[src/rtl/dseq_pkg.sv]
package dseq_pkg;
  localparam int CFG_W   = 16;
  localparam int DLY_W   = 4;
  localparam int EN_BIT  = 0;
  localparam int PIN_BIT = 1;
  localparam int POL_BIT = 2;
  localparam int DLY_LSB = 8;
  localparam int DLY_MSB = DLY_LSB + DLY_W - 1;

  typedef enum logic [1:0] {
    DS_IDLE   = 2'd0,
    DS_DRIVE  = 2'd1,
    DS_LINGER = 2'd2
  } dseq_state_e;

  typedef struct packed {
    logic [DLY_W-1:0] dly;
    logic             pol;
    logic             pin;
    logic             en;
  } dseq_cfg_t;

  function automatic dseq_cfg_t cfg_from_word(input logic [CFG_W-1:0] w);
    dseq_cfg_t c;
    c.en  = w[EN_BIT];
    c.pin = w[PIN_BIT];
    c.pol = w[POL_BIT];
    c.dly = w[DLY_MSB:DLY_LSB];
    return c;
  endfunction

  function automatic logic [CFG_W-1:0] cfg_to_word(input dseq_cfg_t c);
    logic [CFG_W-1:0] w;
    w = '0;
    w[EN_BIT]          = c.en;
    w[PIN_BIT]         = c.pin;
    w[POL_BIT]         = c.pol;
    w[DLY_MSB:DLY_LSB] = c.dly;
    return w;
  endfunction
endpackage

[src/rtl/dseq_cfg_reg.sv]
module dseq_cfg_reg
  import dseq_pkg::*;
(
  input  logic             clk,
  input  logic             rst_n,
  input  logic             we,
  input  logic [CFG_W-1:0] wdata,
  output dseq_cfg_t        cfg,
  output logic [CFG_W-1:0] rdata
);
  localparam logic [CFG_W-1:0] KEEP_MASK = cfg_to_word('1);

  dseq_cfg_t cfg_q;
  dseq_cfg_t cfg_d;

  always_comb begin
    cfg_d = cfg_q;
    if (we) cfg_d = cfg_from_word(wdata);
  end

  always_ff @(posedge clk or negedge rst_n) begin
    if (!rst_n) cfg_q <= '0;
    else        cfg_q <= cfg_d;
  end

  assign cfg   = cfg_q;
  assign rdata = cfg_to_word(cfg_q);

  // a write is visible, masked, on the next cycle
  a_r2_write_lands: assert property (@(posedge clk) disable iff (!rst_n)
    we |=> (rdata == ($past(wdata) & KEEP_MASK)));
  // without a write the register keeps its value
  a_r2_hold_value: assert property (@(posedge clk) disable iff (!rst_n)
    !we |=> $stable(rdata));
endmodule

[src/rtl/dseq_seq.sv]
module dseq_seq
  import dseq_pkg::*;
#(
  parameter int CNT_W = DLY_W
) (
  input  logic             clk,
  input  logic             rst_n,
  input  logic             en,
  input  logic [CNT_W-1:0] dly,
  input  logic             tx_active,
  input  logic             bit_tick,
  output logic             drv_en
);
  localparam logic [CNT_W-1:0] CNT_ONE = CNT_W'(1);

  dseq_state_e      state_q, state_d;
  logic [CNT_W-1:0] cnt_q, cnt_d;

  always_comb begin
    state_d = state_q;
    cnt_d   = cnt_q;
    if (!en) begin
      state_d = DS_IDLE;
      cnt_d   = '0;
    end else begin
      unique case (state_q)
        DS_IDLE: begin
          if (tx_active) state_d = DS_DRIVE;
        end
        DS_DRIVE: begin
          if (!tx_active) begin
            if (dly == '0) begin
              state_d = DS_IDLE;
            end else begin
              state_d = DS_LINGER;
              cnt_d   = dly;
            end
          end
        end
        DS_LINGER: begin
          if (tx_active) begin
            state_d = DS_DRIVE;
            cnt_d   = '0;
          end else if (bit_tick) begin
            if (cnt_q == CNT_ONE) begin
              state_d = DS_IDLE;
              cnt_d   = '0;
            end else begin
              cnt_d = cnt_q - CNT_ONE;
            end
          end
        end
        default: begin
          state_d = DS_IDLE;
          cnt_d   = '0;
        end
      endcase
    end
  end

  always_ff @(posedge clk or negedge rst_n) begin
    if (!rst_n) begin
      state_q <= DS_IDLE;
      cnt_q   <= '0;
    end else begin
      state_q <= state_d;
      cnt_q   <= cnt_d;
    end
  end

  assign drv_en = en && ((state_q != DS_IDLE) || tx_active);

  // once driving with data present, the enable survives into the next cycle
  a_r4_keep_driving: assert property (@(posedge clk) disable iff (!rst_n)
    (drv_en && tx_active && en) |=> (drv_en || !en));
  // the hold countdown never sits at zero
  a_r5_linger_nonzero: assert property (@(posedge clk) disable iff (!rst_n)
    (state_q == DS_LINGER) |-> (cnt_q != '0));
  // without a tick the countdown does not move
  a_r5_no_tick_stable: assert property (@(posedge clk) disable iff (!rst_n)
    (state_q == DS_LINGER && en && !tx_active && !bit_tick) |=>
      (state_q == DS_LINGER && $stable(cnt_q)));
  // zero delay releases straight away
  a_r6_zero_release: assert property (@(posedge clk) disable iff (!rst_n)
    (state_q == DS_DRIVE && en && !tx_active && dly == '0) |=> (state_q == DS_IDLE));
  // new data during the hold returns to driving
  a_r7_cancel_hold: assert property (@(posedge clk) disable iff (!rst_n)
    (state_q == DS_LINGER && en && tx_active) |=> (state_q == DS_DRIVE));
  // clearing enable abandons the sequence
  a_r9_disable_idle: assert property (@(posedge clk) disable iff (!rst_n)
    !en |=> (state_q == DS_IDLE));
endmodule

[src/rtl/dseq_pin_mux.sv]
module dseq_pin_mux (
  input  logic en,
  input  logic pin,
  input  logic pol,
  input  logic drv_en,
  input  logic modem_rts,
  output logic rts_out
);
  logic route;

  always_comb begin
    route   = en && pin;
    rts_out = route ? (drv_en ^ pol) : modem_rts;
  end
endmodule

[src/rtl/dir_enable_seq.sv]
module dir_enable_seq
  import dseq_pkg::*;
(
  input  logic             clk,
  input  logic             rst_n,
  input  logic             cfg_we,
  input  logic [CFG_W-1:0] cfg_wdata,
  output logic [CFG_W-1:0] cfg_rdata,
  input  logic             tx_fifo_empty,
  input  logic             tx_shift_busy,
  input  logic             bit_tick,
  input  logic             modem_rts,
  output logic             drv_en,
  output logic             rts_out
);
  logic [1:0] rst_sync_q;
  logic       core_rst_n;
  logic       tx_active;
  dseq_cfg_t  cfg;

  always_ff @(posedge clk or negedge rst_n) begin
    if (!rst_n) rst_sync_q <= 2'b00;
    else        rst_sync_q <= {rst_sync_q[0], 1'b1};
  end
  assign core_rst_n = rst_sync_q[1];

  assign tx_active = !tx_fifo_empty || tx_shift_busy;

  dseq_cfg_reg u_cfg (
    .clk   (clk),
    .rst_n (core_rst_n),
    .we    (cfg_we),
    .wdata (cfg_wdata),
    .cfg   (cfg),
    .rdata (cfg_rdata)
  );

  dseq_seq #(.CNT_W(DLY_W)) u_seq (
    .clk       (clk),
    .rst_n     (core_rst_n),
    .en        (cfg.en),
    .dly       (cfg.dly),
    .tx_active (tx_active),
    .bit_tick  (bit_tick),
    .drv_en    (drv_en)
  );

  dseq_pin_mux u_mux (
    .en        (cfg.en),
    .pin       (cfg.pin),
    .pol       (cfg.pol),
    .drv_en    (drv_en),
    .modem_rts (modem_rts),
    .rts_out   (rts_out)
  );

  // an enabled sequencer drives whenever the transmitter has work
  a_r3_start_now: assert property (@(posedge clk) disable iff (!core_rst_n)
    (cfg.en && tx_active) |-> drv_en);
  // disabled means no drive
  a_r9_off_when_disabled: assert property (@(posedge clk) disable iff (!core_rst_n)
    !cfg.en |-> !drv_en);
endmodule

[config.mk]
export PLATFORM = sky130hd
export DESIGN_NAME = dir_enable_seq
export DESIGN_NICKNAME = d
export VERILOG_FILES = /design/src/rtl/dseq_pkg.sv /design/src/rtl/dseq_cfg_reg.sv /design/src/rtl/dseq_seq.sv /design/src/rtl/dseq_pin_mux.sv /design/src/rtl/dir_enable_seq.sv
export SDC_FILE = /design/constraint.sdc
export NUM_CORES = 1
export LEC_CHECK = 0
export ABC_AREA = 1
export BUFFER_PORTS_ARGS = -buffer_cell sky130_fd_sc_hd__buf_4
export CAP_MARGIN = 40
export CORE_ASPECT_RATIO = 1.75
export CORE_MARGIN = 4
export CORE_UTILIZATION = 43
export CTS_CLUSTER_DIAMETER = 60
export DETAILED_ROUTE_END_ITERATION = 6
export GPL_ROUTABILITY_DRIVEN = 0
export PLACE_DENSITY = 0.78
export SETUP_SLACK_MARGIN = 0.4
export SYNTH_ARGS = -nofsm -noshare
export SYNTH_HDL_FRONTEND = slang
export SYNTH_SLANG_ARGS = --single-unit
[constraint.sdc]
create_clock -name clk -period 1.2 [get_ports clk]
set_input_delay 0.12 -clock clk [delete_from_list [all_inputs] [get_ports clk]]
set_output_delay 0.12 -clock clk [all_outputs]
set_load 0.02 [all_outputs]
## Yosys cells after proc, flatten, opt, wreduce, memory -nomap -nowiden

Index checks and enable logic that the tools add are counted.

| storage, ports and cells | value |
|---|---|
| register bits | 15 |
| logic and storage cells | 44 |

| operators by class | value |
|---|---|
| add/sub/neg operators | 1 |
| equal/unequal tests | 9 |
| muxes and demuxes | 16 |
| bitwise operators | 1 |
| reduce and logical (&&, ||, !) cells | 10 |

Operators with widths:

| cell | count |
|---|---|
| two-way mux 4 bit | 6 |
| two-way mux 2 bit | 7 |
| case mux 4 bit (3 select lines) | 1 |
| AND reduction 4 bit | 2 |
| != test 3 bit (second input constant) | 2 |
| case mux 2 bit (3 select lines) | 1 |
| equality test 4 x 1 -> 1 bit (second input constant) | 1 |
| logical NOT 4 bit | 1 |
| != test 4 x 2 -> 1 bit (second input constant) | 1 |
| != test 4 x 3 -> 1 bit (second input constant) | 1 |
| subtractor 4 x 1 -> 4 bit (second input constant) | 1 |
| != test 3 x 2 -> 1 bit (second input constant) | 1 |
| equality test 2 x 1 -> 1 bit (second input constant) | 1 |
| equality test 2 bit (second input constant) | 1 |
| logical AND 1 bit | 2 |
| logical NOT 2 bit | 1 |
| logical OR 1 bit | 2 |
| != test 2 bit (second input constant) | 1 |
| nonzero test 2 bit | 1 |
| logical NOT 1 bit | 1 |
| two-way mux 1 bit | 1 |
| bitwise XOR 1 bit | 1 |

## Depth between registers and ports, before layout

Gate-level depths: netlist (run 1).

| logic depth | value |
|---|---|
| word-level depth | 6 |
| depth in mapped cells | 9 |
| gate-level depth less buffers | 9 |

## Hierarchy

A second synthesis (run 1) with hierarchy kept.

| second synthesis, totals | value |
|---|---|
| cell total of the unflattened synthesis | 142 |
| area total of the unflattened synthesis | 1049.8 um^2 |

By module, submodules not included:

| module | instances | cells each | area each (um^2) | sequential area each (um^2) |
|---|---|---|---|---|
| dseq_seq | 1 | 81 | 560.5 | 150.1 |
| dseq_cfg_reg | 1 | 47 | 392.9 | 175.2 |
| dir_enable_seq | 1 | 5 | 61.3 | 50.0 |
| dseq_pin_mux | 1 | 9 | 35.0 | 0.0 |

## Least setup slack after synthesis (run 1)

Ideal clock, no wire load.

| path | value |
|---|---|
| path type | register to output |
| start | register u_seq.state_q[0] |
| end | output port rts_out |
| arrival time | 1376 ps |
| data required time | 1080 ps |
| setup slack | -296 ps |
| stages on the path, launching flop included | 7 |
| buffers on the path | 0 |
| path through | dfrtp_1 inv_1 ha_1 inv_1 nor2_2 xor2_1 o21ai_0 |

| on the way | value |
|---|---|
| cells in the longest elaborated chain, start to end | 5 |

Ends and longest elaborated chain:

| item | RTL line | text |
|---|---|---|
| from (decl) | dseq_seq.sv:16 | `dseq_state_e state_q, state_d;` |
| from (signal assigned) | dseq_seq.sv:66 | `state_q <= state_d;` |
| nonzero test 2 bit | dseq_seq.sv:71 | `assign drv_en = en && ((state_q != DS_IDLE) \|\| tx_active);` |
| logical OR 1 bit | dseq_seq.sv:71 |  |
| logical AND 1 bit | dseq_seq.sv:71 |  |
| bitwise XOR 1 bit | dseq_pin_mux.sv:13 | `rts_out = route ? (drv_en ^ pol) : modem_rts;` |
| two-way mux 1 bit | dseq_pin_mux.sv:13 |  |
| to (decl) | dir_enable_seq.sv:14 | `output logic rts_out` |

Every way passes these cells.

## Worst setup path after layout (run 1)

Ends and elaborated chain as after synthesis.

==> results.ini, run 1 <==
[floorplan]
rows = 23
start_util_pct = 45.36
dieWidth_um = 45.49
core_sq_mm = 0.002331
num_io_pins = 41
dieHeight_um = 73.60
die_area_sq_mm = 0.003347

[grt]
antenna_found_initial = 0
grt_overflow = 0
grt_pass1_wl_um = 4450
grt.total_usage_pct = 17.81
grt_pass1_vias = 1099
grt_max_degree = 14

[drt]
via_per_inst = 4.928
drt_iter0_markers = 25
wl_per_cell_um = 14.51
via_count = 1025
ant_nets = 0
first_pass_iters = 6
drc = 0
drt_wl_total_um = 3019

[critical_path]
critPathMaxStageDelay_ps = 400
path_common_cell = inv_2
crit_chain = inv_2, ha_4, inv_2, nor2_4, xor2_2, o21ai_2, buf_6
cp_num_buf_inv = 3
path_class = reg2out
critPathLaunchType = flop
cp_top_family = flip-flops
crit_fanout = 3
end_kind = primary output
crit_required_ps = 1080
regToRegSetupSlack_ps = -240
cp_slowest_cell = dfrtp_1
worstPathArrival_ps = 1420

[yosys]
yosys.area.top_type = dfrtp_1
syn_area_per_cell_sq_um = 7.717
synth_top_cells_by_count = 33 x nand2_1, 18 x inv_1, 15 x dfrtp_1
synth_cell_type_count = 23
synth_top_area_share_pct = 35.50
async_reset_ff_share_pct = 100.0
synth_area_leaders = dfrtp_1 36%, nand2_1 12%, buf_4 8.5%
synth_cells = 137
synth.most_common_cell = nand2_1
synthFlopType = dfrtp_1
ys_ff_latch = 15
synth_edf_count = 0
yosysSeqAreaShare_pct = 35.50
synth_area_sq_mm = 0.001057
yosys_warnings = 0

[clock_tree]
numClockSinks = 15
tritoncts = done
htreeDepth = 1
path_clk_slew_ps = 60
clock_path_buffers = 2
cts_made_buffers = 3
ctsRootBufferMaster = clkbuf_8
clk-insertion-delay-late_ps = 250

[job]
max-cap-violations = 0

[timing]
layout_setup_ws_ps = -341.8
tns_ps = -1911
hold_viol_final = 0
finalWorstPathRequiredPeriod_ps = 1542
skew_ps = 4.654
worst_pin_slew_ps = 530.6
fin_hold_ws_ps = 81.89
setup_viol = 8
slew_violations = 0
slew_headroom_pct = 64.63
max_freq_ghz = 0.6486
rsz0062_at_grt = true
fin_crit_sh_pct = 128.5

[pwr]
power.density_mw_per_mm2 = 1388
p_leak_uw = 0.0008589
vdd_drop_max_mv = 0.9306
total_power_uw = 2256

[placement]
dp_hpwl_um = 1836
pre_cts_slack_ps = -161.1
placed_area_sq_mm = 0.001284
port-buffer-count = 22

[final_layout]
drive_gt1_share_pct = 50.82
area_growth_syn_to_layout_pct = 53.73
fin_nets = 213
fillers = 156
final_cell_area_sq_mm = 0.001625
diodes = 0

[outcome]
outcome = complete, but fails checks
violations = setup timing

[worst_hold_path]
min_path_type = in2reg

cells by family after synthesis:
group,count (synthesis),share of synthesized area (%)
other,2,0.7103
and+or+nand+nor,66,29.47
muxes,5,5.325
buffers and inverters,34,17.16
adders and majority gates,6,7.100
xor gates and xnor gates,1,0.8286
AOI/OAI and AO/OA,8,3.904
DFF,15,35.50
per-layer routing:
layer  share of wire, %  up-vias  wire (um)  global-route usage [%]
met5                  0        -          0                       0
met4                2.2        0         67                   9.772
met3                6.3        9        190                   2.696
met2                 56       38       1701                   32.81
met1                 35      482       1060                   17.75
li1                   -      496          -                       -
stage by stage:
| step | instances | util [%] |
|---|---|---|
| final | 208 | 69.73 |
| after global routing | 208 | 69.73 |
| after CTS | 198 | 63.98 |
| after detailed placement | 187 | 55.07 |
| after global placement | 187 | 55.07 |
| after floorplan | 145 | - |
state kept, by name, indices dropped and copies added (netlist names):
signal,flops
rst_sync_q,2
u_cfg.cfg,7
u_seq.cnt_q,4
u_seq.state_q,2
worst min-delay path, cell delays in order:
cell     delay (ps)
buf_4            80
nand2_1          40
o21ai_0          60
cell usage in the layout, fill, tap and decap left out:
cell / Yosys / routed
inv_4: 0 / 1
nand3_1: 13 / 9
inv_1: 18 / 12
o21ai_0: 3 / 2
nand3_2: 2 / 5
nand2_1: 33 / 29
ha_1: 6 / 3
nor2_1: 8 / 7
mux2_4: 0 / 5
xor2_2: 0 / 1
nor2_2: 3 / 1
buf_6: 1 / 15
dlygate4sd3_1: 0 / 1
nor2_4: 1 / 4
dfrtp_1: 15 / 11
conb_1: 2 / 10
nand2_2: 2 / 5
nand2_4: 1 / 2
buf_4: 12 / 32
dfrtp_2: 0 / 4
o21ai_2: 0 / 3
nand4_1: 3 / 3
o22ai_2: 0 / 1
o21ai_1: 3 / 1
ha_4: 0 / 3
clkbuf_1: 0 / 1
inv_2: 2 / 7
nand3_4: 0 / 1
clkbuf_8: 0 / 3
a21oi_1: 1 / 1
final timing paths:
path                       depth (start not counted)                    endpoint                    startpoint
max reg2reg                                       10  u_seq.cnt_q[1]$_DFFE_PN0P_  u_seq.state_q[1]$_DFFE_PN0P_
min in group asynchronous                          0    u_cfg.cfg[4]$_DFFE_PN0P_       rst_sync_q[1]$_DFF_PN0_
min reg2reg                                        0    u_cfg.cfg[4]$_DFFE_PN0P_       rst_sync_q[1]$_DFF_PN0_
min                                                3    u_cfg.cfg[4]$_DFFE_PN0P_                  cfg_wdata[9]
max in group asynchronous                          0    u_cfg.cfg[5]$_DFFE_PN0P_       rst_sync_q[1]$_DFF_PN0_
max                                                7                     rts_out  u_seq.state_q[0]$_DFFE_PN0P_
timing repair:
action | 4_1_cts | 5_1_grt
endpoints found under the setup margin | 18 | 21
hold endpoints to repair | 2 | 0
hold buffers | 1 | 0
pin swaps | 8 | 11
gates resized for setup | 24 | 17
buffers inserted | 6 | 10
where the power goes:
group / switching (uW) / total (uW) / internal (uW)
logic: 657 / 1230 / 573
registers: 59.3 / 621 / 561
clock network: 170 / 405 / 235
total: 886 / 2260 / 1370
cell type report:
class | count | area (sq um) | area share, %
inverters | 20 | 77.57 | 4.773
repair buffers | 48 | 419.2 | 25.79
flip-flops and latches | 15 | 380.4 | 23.40
multi-input cells | 96 | 671.9 | 41.34
clock buffers | 4 | 45.04 | 2.771
well taps | 25 | 31.28 | 1.925
Note: power is estimated with default switching activity, not from simulation.
==> run 2, diff against run 1 <==
--- a/config.mk
+++ b/config.mk
@@ -14,8 +14,9 @@
 export CTS_CLUSTER_DIAMETER = 60
 export DETAILED_ROUTE_END_ITERATION = 6
 export GPL_ROUTABILITY_DRIVEN = 0
-export PLACE_DENSITY = 0.78
+export PLACE_DENSITY_LB_ADDON = 0.05
 export SETUP_SLACK_MARGIN = 0.4
 export SYNTH_ARGS = -nofsm -noshare
 export SYNTH_HDL_FRONTEND = slang
 export SYNTH_SLANG_ARGS = --single-unit
+export TNS_END_PERCENT = 30
==> run 2 against run 1 <==
The run still ends with setup timing left. Fmax increased by 2.7%. Die area unchanged. Clock skew shrank 2.5 ps. Design area fell by 8.5%. Count of clock-buffer cells in the layout stayed put. Sequential cell count unchanged. Worst hold slack worse by 2.7 ps. Global-route usage shrank 1.4 points. Utilization shrank 6.0 points. Sequential share of layout area rose by 1.9 points. Register-to-register slack is essentially flat. Critical path type unchanged.
==> results.ini, run 2 (synthesis gave the netlist of run 1 again) <==
[floorplan]
rows = 23  ; unchanged
dieWidth_um = 45.49  ; unchanged
num_io_pins = 41  ; unchanged
dieHeight_um = 73.60  ; unchanged
core_sq_mm = 0.002331  ; unchanged
die_area_sq_mm = 0.003347  ; unchanged
start_util_pct = 45.36  ; unchanged

[outcome]
outcome = complete, but fails checks
violations = setup timing

[final_layout]
fin_nets = 204  ; -4.2%
final_cell_mix = 32 x nand2_1, 29 x buf_4, 14 x inv_1, 14 x dfrtp_1, 10 x conb_1
diodes = 0  ; unchanged
area_growth_syn_to_layout_pct = 40.59
finish.utilization_pct = 63.77  ; -6.0 points
layout_commonest_cell = nand2_1
drive_gt1_share_pct = 42.53  ; -8.3 points
largest_register_ffs = 7  ; unchanged

[timing]
setup_viol = 8  ; unchanged
skew_ps = 2.127  ; -2.527 ps
max_freq_ghz = 0.6660  ; +2.7%
layout_setup_ws_ps = -301.6  ; +40.20 ps
worst_pin_slew_ps = 538.1  ; +7.522 ps
rsz0062_at_grt = true
fin_crit_sh_pct = 125.1  ; -3.4 points
finalWorstPathRequiredPeriod_ps = 1502  ; -40.20 ps
hold_viol_final = 0  ; unchanged
slew_violations = 0  ; unchanged
slew_headroom_pct = 64.13  ; -0.50 points

[critical_path]
critPathLaunchType = flop
crit_chain = inv_2, ha_4, inv_2, nor2_4, xor2_1, o21ai_2, buf_6
path_class = reg2out
crit_fanout = 3  ; unchanged
critPathMaxStageDelay_ps = 400  ; about the same
crit_required_ps = 1080  ; about the same
worstPathArrival_ps = 1380  ; -40 ps
path_common_cell = inv_2
cp_slowest_cell = dfrtp_1
end_kind = primary output

[grt]
grt_max_degree = 14  ; unchanged
grt_overflow = 0  ; unchanged
grt_pass1_wl_um = 4029  ; -9.5%
grt_pass1_vias = 987  ; -10%
antenna_found_initial = 0  ; unchanged
grt.total_usage_pct = 16.41  ; -1.4 points

[pwr]
p_leak_uw = 0.0008026  ; -6.5%
power.density_mw_per_mm2 = 1390  ; +0.16%
vdd_drop_max_mv = 0.8337  ; -10%

[clock_tree]
cts_made_buffers = 3  ; unchanged
clk-insertion-delay-late_ps = 250  ; about the same
htreeDepth = 1  ; unchanged
path_clk_slew_ps = 60  ; about the same
numClockSinks = 15  ; unchanged
clock_path_buffers = 2  ; unchanged
tritoncts = done
ctsRootBufferMaster = clkbuf_8

[drt]
ant_nets = 0  ; unchanged
via_per_inst = 4.709  ; -4.5%
first_pass_iters = 4  ; -2
drt_wl_total_um = 2436  ; -19%
drt_iter0_markers = 13  ; -48%
via_count = 937  ; -8.6%
drc = 0  ; unchanged
wl_per_cell_um = 12.24  ; -16%

[placement]
port-buffer-count = 22  ; unchanged
pre_cts_slack_ps = -137.5  ; +23.53 ps
dp_hpwl_um = 1938  ; +5.6%

[worst_hold_path]
min_path_type = in2reg

[job]
max-cap-violations = 0  ; unchanged

[run 2: cell count changes in the layout (fill, tap and decap cells not counted), sizes merged]
cell and delta:
buf -9
[run 2: cell type report]
| class | count | area [sq um] |
|---|---|---|
| fillers | 225 | 844.6 |
| multi-input cells | 96 | 629.4 |
| flip-flops and latches | 15 | 376.6 |
| repair buffers | 39 | 329.1 |
| inverters | 20 | 75.07 |
| clock buffers | 4 | 45.04 |
| well taps | 25 | 31.28 |
[run 2: final timing paths]
check                                                   from                    endpoint  slack [ps]  cells past startpoint
worst min register to register       rst_sync_q[1]$_DFF_PN0_    u_cfg.cfg[4]$_DFFE_PN0P_         220                      0
worst min-delay path                            cfg_wdata[9]    u_cfg.cfg[4]$_DFFE_PN0P_          80                      3
min in group asynchronous                              rst_n     rst_sync_q[1]$_DFF_PN0_         210                      2
max in group asynchronous            rst_sync_q[1]$_DFF_PN0_    u_cfg.cfg[0]$_DFFE_PN0P_         590                      0
worst max-delay path            u_seq.state_q[0]$_DFFE_PN0P_                     rts_out        -300                      7
worst max register to register  u_seq.state_q[0]$_DFFE_PN0P_  u_seq.cnt_q[0]$_DFFE_PN0P_        -230                     10
[run 2: what timing repair did]
action / 4_1_cts / 5_1_grt
setup endpoints to repair: 17 / 20
pin swaps: 8 / 6
resized for setup: 20 / 5
hold buffers: 1 / 0
endpoints found under the hold margin: 2 / 0
buffers inserted: 5 / 1
[run 2: worst max-delay path: cells and delay by family (launching register included)]
family | cells | cell delay (ps)
compound gates | 1 | 80
xor+xnor | 1 | 180
buf+inv | 3 | 250
fa+ha+maj | 1 | 120
simple gates | 1 | 100
flops | 1 | 400
[run 2: routing by layer]
metal	up-vias	global-route usage, %	routed length, um	part of all wire [%]
met5	-	0	0	0
met4	0	6.840	42	1.7
met3	5	2.941	88	3.6
met2	20	30.64	1377	57
met1	435	16.69	927	38
li1	477	-	-	-
[run 2: where the power goes]
| part | internal (uW) | switching [uW] | total [uW] |
|---|---|---|---|
| logic | 498 | 545 | 1040 |
| clock network | 235 | 166 | 401 |
| registers | 559 | 63.7 | 623 |
| total | 1290 | 774 | 2070 |
[run 2: per-stage QoR]
| stage | total power, uW | cells | hold WS [ps] | setup TNS (ps) | instance area [sq um] |
|---|---|---|---|---|---|
| floorplan | 1202 | 145 | -175.6 | -28.67 | 1122 |
| global placement | 1448 | 188 | -98.83 | -536.0 | 1287 |
| detailed placement | 1465 | 188 | -97.45 | -668.4 | 1287 |
| CTS | 2052 | 198 | 74.61 | -1754 | 1458 |
| global route | 2207 | 199 | 76.75 | -2271 | 1486 |
| finish | 2066 | 199 | 79.16 | -1792 | 1486 |
==> run 3, diff against run 2 <==
--- a/config.mk
+++ b/config.mk
@@ -9,7 +9,7 @@
 export BUFFER_PORTS_ARGS = -buffer_cell sky130_fd_sc_hd__buf_4
 export CAP_MARGIN = 40
 export CORE_ASPECT_RATIO = 1.75
-export CORE_MARGIN = 4
+export CORE_MARGIN = 8
 export CORE_UTILIZATION = 43
 export CTS_CLUSTER_DIAMETER = 60
 export DETAILED_ROUTE_END_ITERATION = 6
==> run 3 against run 2 <==
The run still ends with setup timing left. Register-to-register slack worse by 30 ps. Total power is 5.1% higher. Critical path depth did not move. First-iteration DRC count rose by 54%. Clock skew up 4.5 ps. Worst hold slack got worse by 0.98 ps. Utilization down 0.70 points. Design area increased by 1.9%. Via count increased by 2.0%. Sequential share of layout area fell by 0.48 points. Largest power group unchanged.
==> results.ini, run 3 (synthesis gave the netlist of run 1 again) <==
[drt]
drt_iter0_markers = 20  ; +7
drc = 0  ; unchanged
ant_nets = 0  ; unchanged
via_per_inst = 4.780  ; +1.5%
first_pass_iters = 5  ; +1
wl_per_cell_um = 13.23  ; +8.1%
via_count = 956  ; +2.0%
drt_wl_total_um = 2646  ; +8.6%

[floorplan]
dieWidth_um = 53.49  ; +18%
num_io_pins = 41  ; unchanged
start_util_pct = 44.01  ; -1.3 points
dieHeight_um = 81.60  ; +11%
die_area_sq_mm = 0.004364  ; +30%
rows = 24  ; +4.3%
core_sq_mm = 0.002402  ; +3.1%

[timing]
setup_viol = 8  ; unchanged
finalWorstPathRequiredPeriod_ps = 1511  ; +9.345 ps
slew_headroom_pct = 63.87  ; -0.26 points
slew_violations = 0  ; unchanged
layout_setup_ws_ps = -310.9  ; -9.345 ps
hold_viol_final = 0  ; unchanged
skew_ps = 6.671  ; +4.544 ps
rsz0062_at_grt = true
fin_crit_sh_pct = 125.9  ; +0.78 points
worst_pin_slew_ps = 541.9  ; +3.838 ps
max_freq_ghz = 0.6619  ; -0.62%

[worst_hold_path]
min_path_type = in2reg
worstHoldStart = cfg_wdata[9]
hold_path_depth = 3  ; unchanged

[critical_path]
reg2reg_depth = 10  ; unchanged
crit_required_ps = 1080  ; about the same
cp-startpoint = u_seq.state_q[0]$_DFFE_PN0P_
end_kind = primary output
path_class = reg2out
crit_fanout = 3  ; unchanged
critPathLaunchType = flop
worstPathArrival_ps = 1390  ; about the same
timing.rr.start = u_seq.state_q[0]$_DFFE_PN0P_

[clock_tree]
htreeDepth = 1  ; unchanged
path_clk_slew_ps = 60  ; about the same
clk-insertion-delay-late_ps = 250  ; about the same
cts_made_buffers = 3  ; unchanged
ctsRootBufferMaster = clkbuf_8
clock_path_buffers = 2  ; unchanged
numClockSinks = 15  ; unchanged
tritoncts = done

[final_layout]
fin_nets = 204  ; unchanged
largest_register_ffs = 7  ; unchanged
final_cell_mix = 31 x nand2_1, 28 x buf_4, 14 x dfrtp_1, 13 x inv_1
area_growth_syn_to_layout_pct = 43.31
layout_commonest_cell = nand2_1
diodes = 0  ; unchanged
drive_gt1_share_pct = 45.40  ; +2.9 points

[pwr]
p_leak_uw = 0.0008019  ; about the same
vdd_drop_max_mv = 0.8599  ; +3.1%
power.density_mw_per_mm2 = 1433  ; +3.1%
total_power_uw = 2171  ; +5.1%

[grt]
grt.total_usage_pct = 13.05  ; -3.4 points
grt_overflow = 0  ; unchanged
grt_pass1_vias = 995  ; +0.81%
antenna_found_initial = 0  ; unchanged
grt_max_degree = 14  ; unchanged
grt_pass1_wl_um = 4319  ; +7.2%

[placement]
pre_cts_slack_ps = -158.7  ; -21.19 ps
dp_hpwl_um = 2060  ; +6.3%
port-buffer-count = 22  ; unchanged

[outcome]
violations = setup timing
outcome = complete, but fails checks

[job]
max-cap-violations = 0  ; unchanged

==> run 3: cell type report <==
cell class,count,area [sq um]
clock buffer,4,45.04
multi-input combinational,96,650.6
fill,228,887.1
tap,26,32.53
sequential,15,376.6
timing repair buffer,39,332.8
inverter,20,77.57
==> run 3: worst paths after layout <==
path	slack, ps	end
worst max-delay path	-310	rts_out
worst min-delay path	80	u_cfg.cfg[4]$_DFFE_PN0P_
worst max register to register	-260	u_seq.cnt_q[1]$_DFFE_PN0P_
worst min register to register	220	u_cfg.cfg[4]$_DFFE_PN0P_
max in group asynchronous	600	u_cfg.cfg[0]$_DFFE_PN0P_
min in group asynchronous	200	rst_sync_q[0]$_DFF_PN0_
==> run 3: worst max-delay path, cell delays in order (launching register included) <==
cell     delay (ps)
dfrtp_1         410
inv_2            90
ha_4            140
inv_4            40
nor2_4          100
xor2_1          180
o21ai_2          70
buf_6           130
==> run 3: what timing repair did <==
action,in CTS,in global routing
pin swaps,15,9
gates cloned,0,0
setup endpoints to repair,17,20
hold buffers,1,0
gates resized for setup,21,12
setup buffers,5,2
endpoints found under the hold margin,2,0
==> run 3: power breakdown <==
group | total [uW] | internal (uW) | switching, uW
combinational | 1140 | 544 | 597
clock | 405 | 235 | 170
sequential | 625 | 559 | 66.2
total | 2170 | 1340 | 833
==> run 3: metrics by stage <==
| stage | cell area, sq um | hold WS [ps] | utilization, % | TNS [ps] | cells |
|---|---|---|---|---|---|
| global route | 1515 | 95.29 | 63.07 | -2567 | 200 |
| CTS | 1459 | 78.48 | 60.73 | -2174 | 198 |
| floorplan | 1122 | -175.6 | - | -28.67 | 145 |
| global placement | 1281 | -98.57 | 53.33 | -647.7 | 188 |
| finish | 1515 | 78.19 | 63.07 | -1974 | 200 |
| detailed placement | 1281 | -97.16 | 53.33 | -822.7 | 188 |
==> run 3: routing by layer <==
metal | GRT usage [%] | part of all wire [%] | wire length (um)
met1 | 12.97 | 37 | 968
met2 | 24.76 | 59 | 1551
met3 | 3.080 | 3.9 | 103
met4 | 4.569 | 0.79 | 21
met5 | 0 | 0 | 0
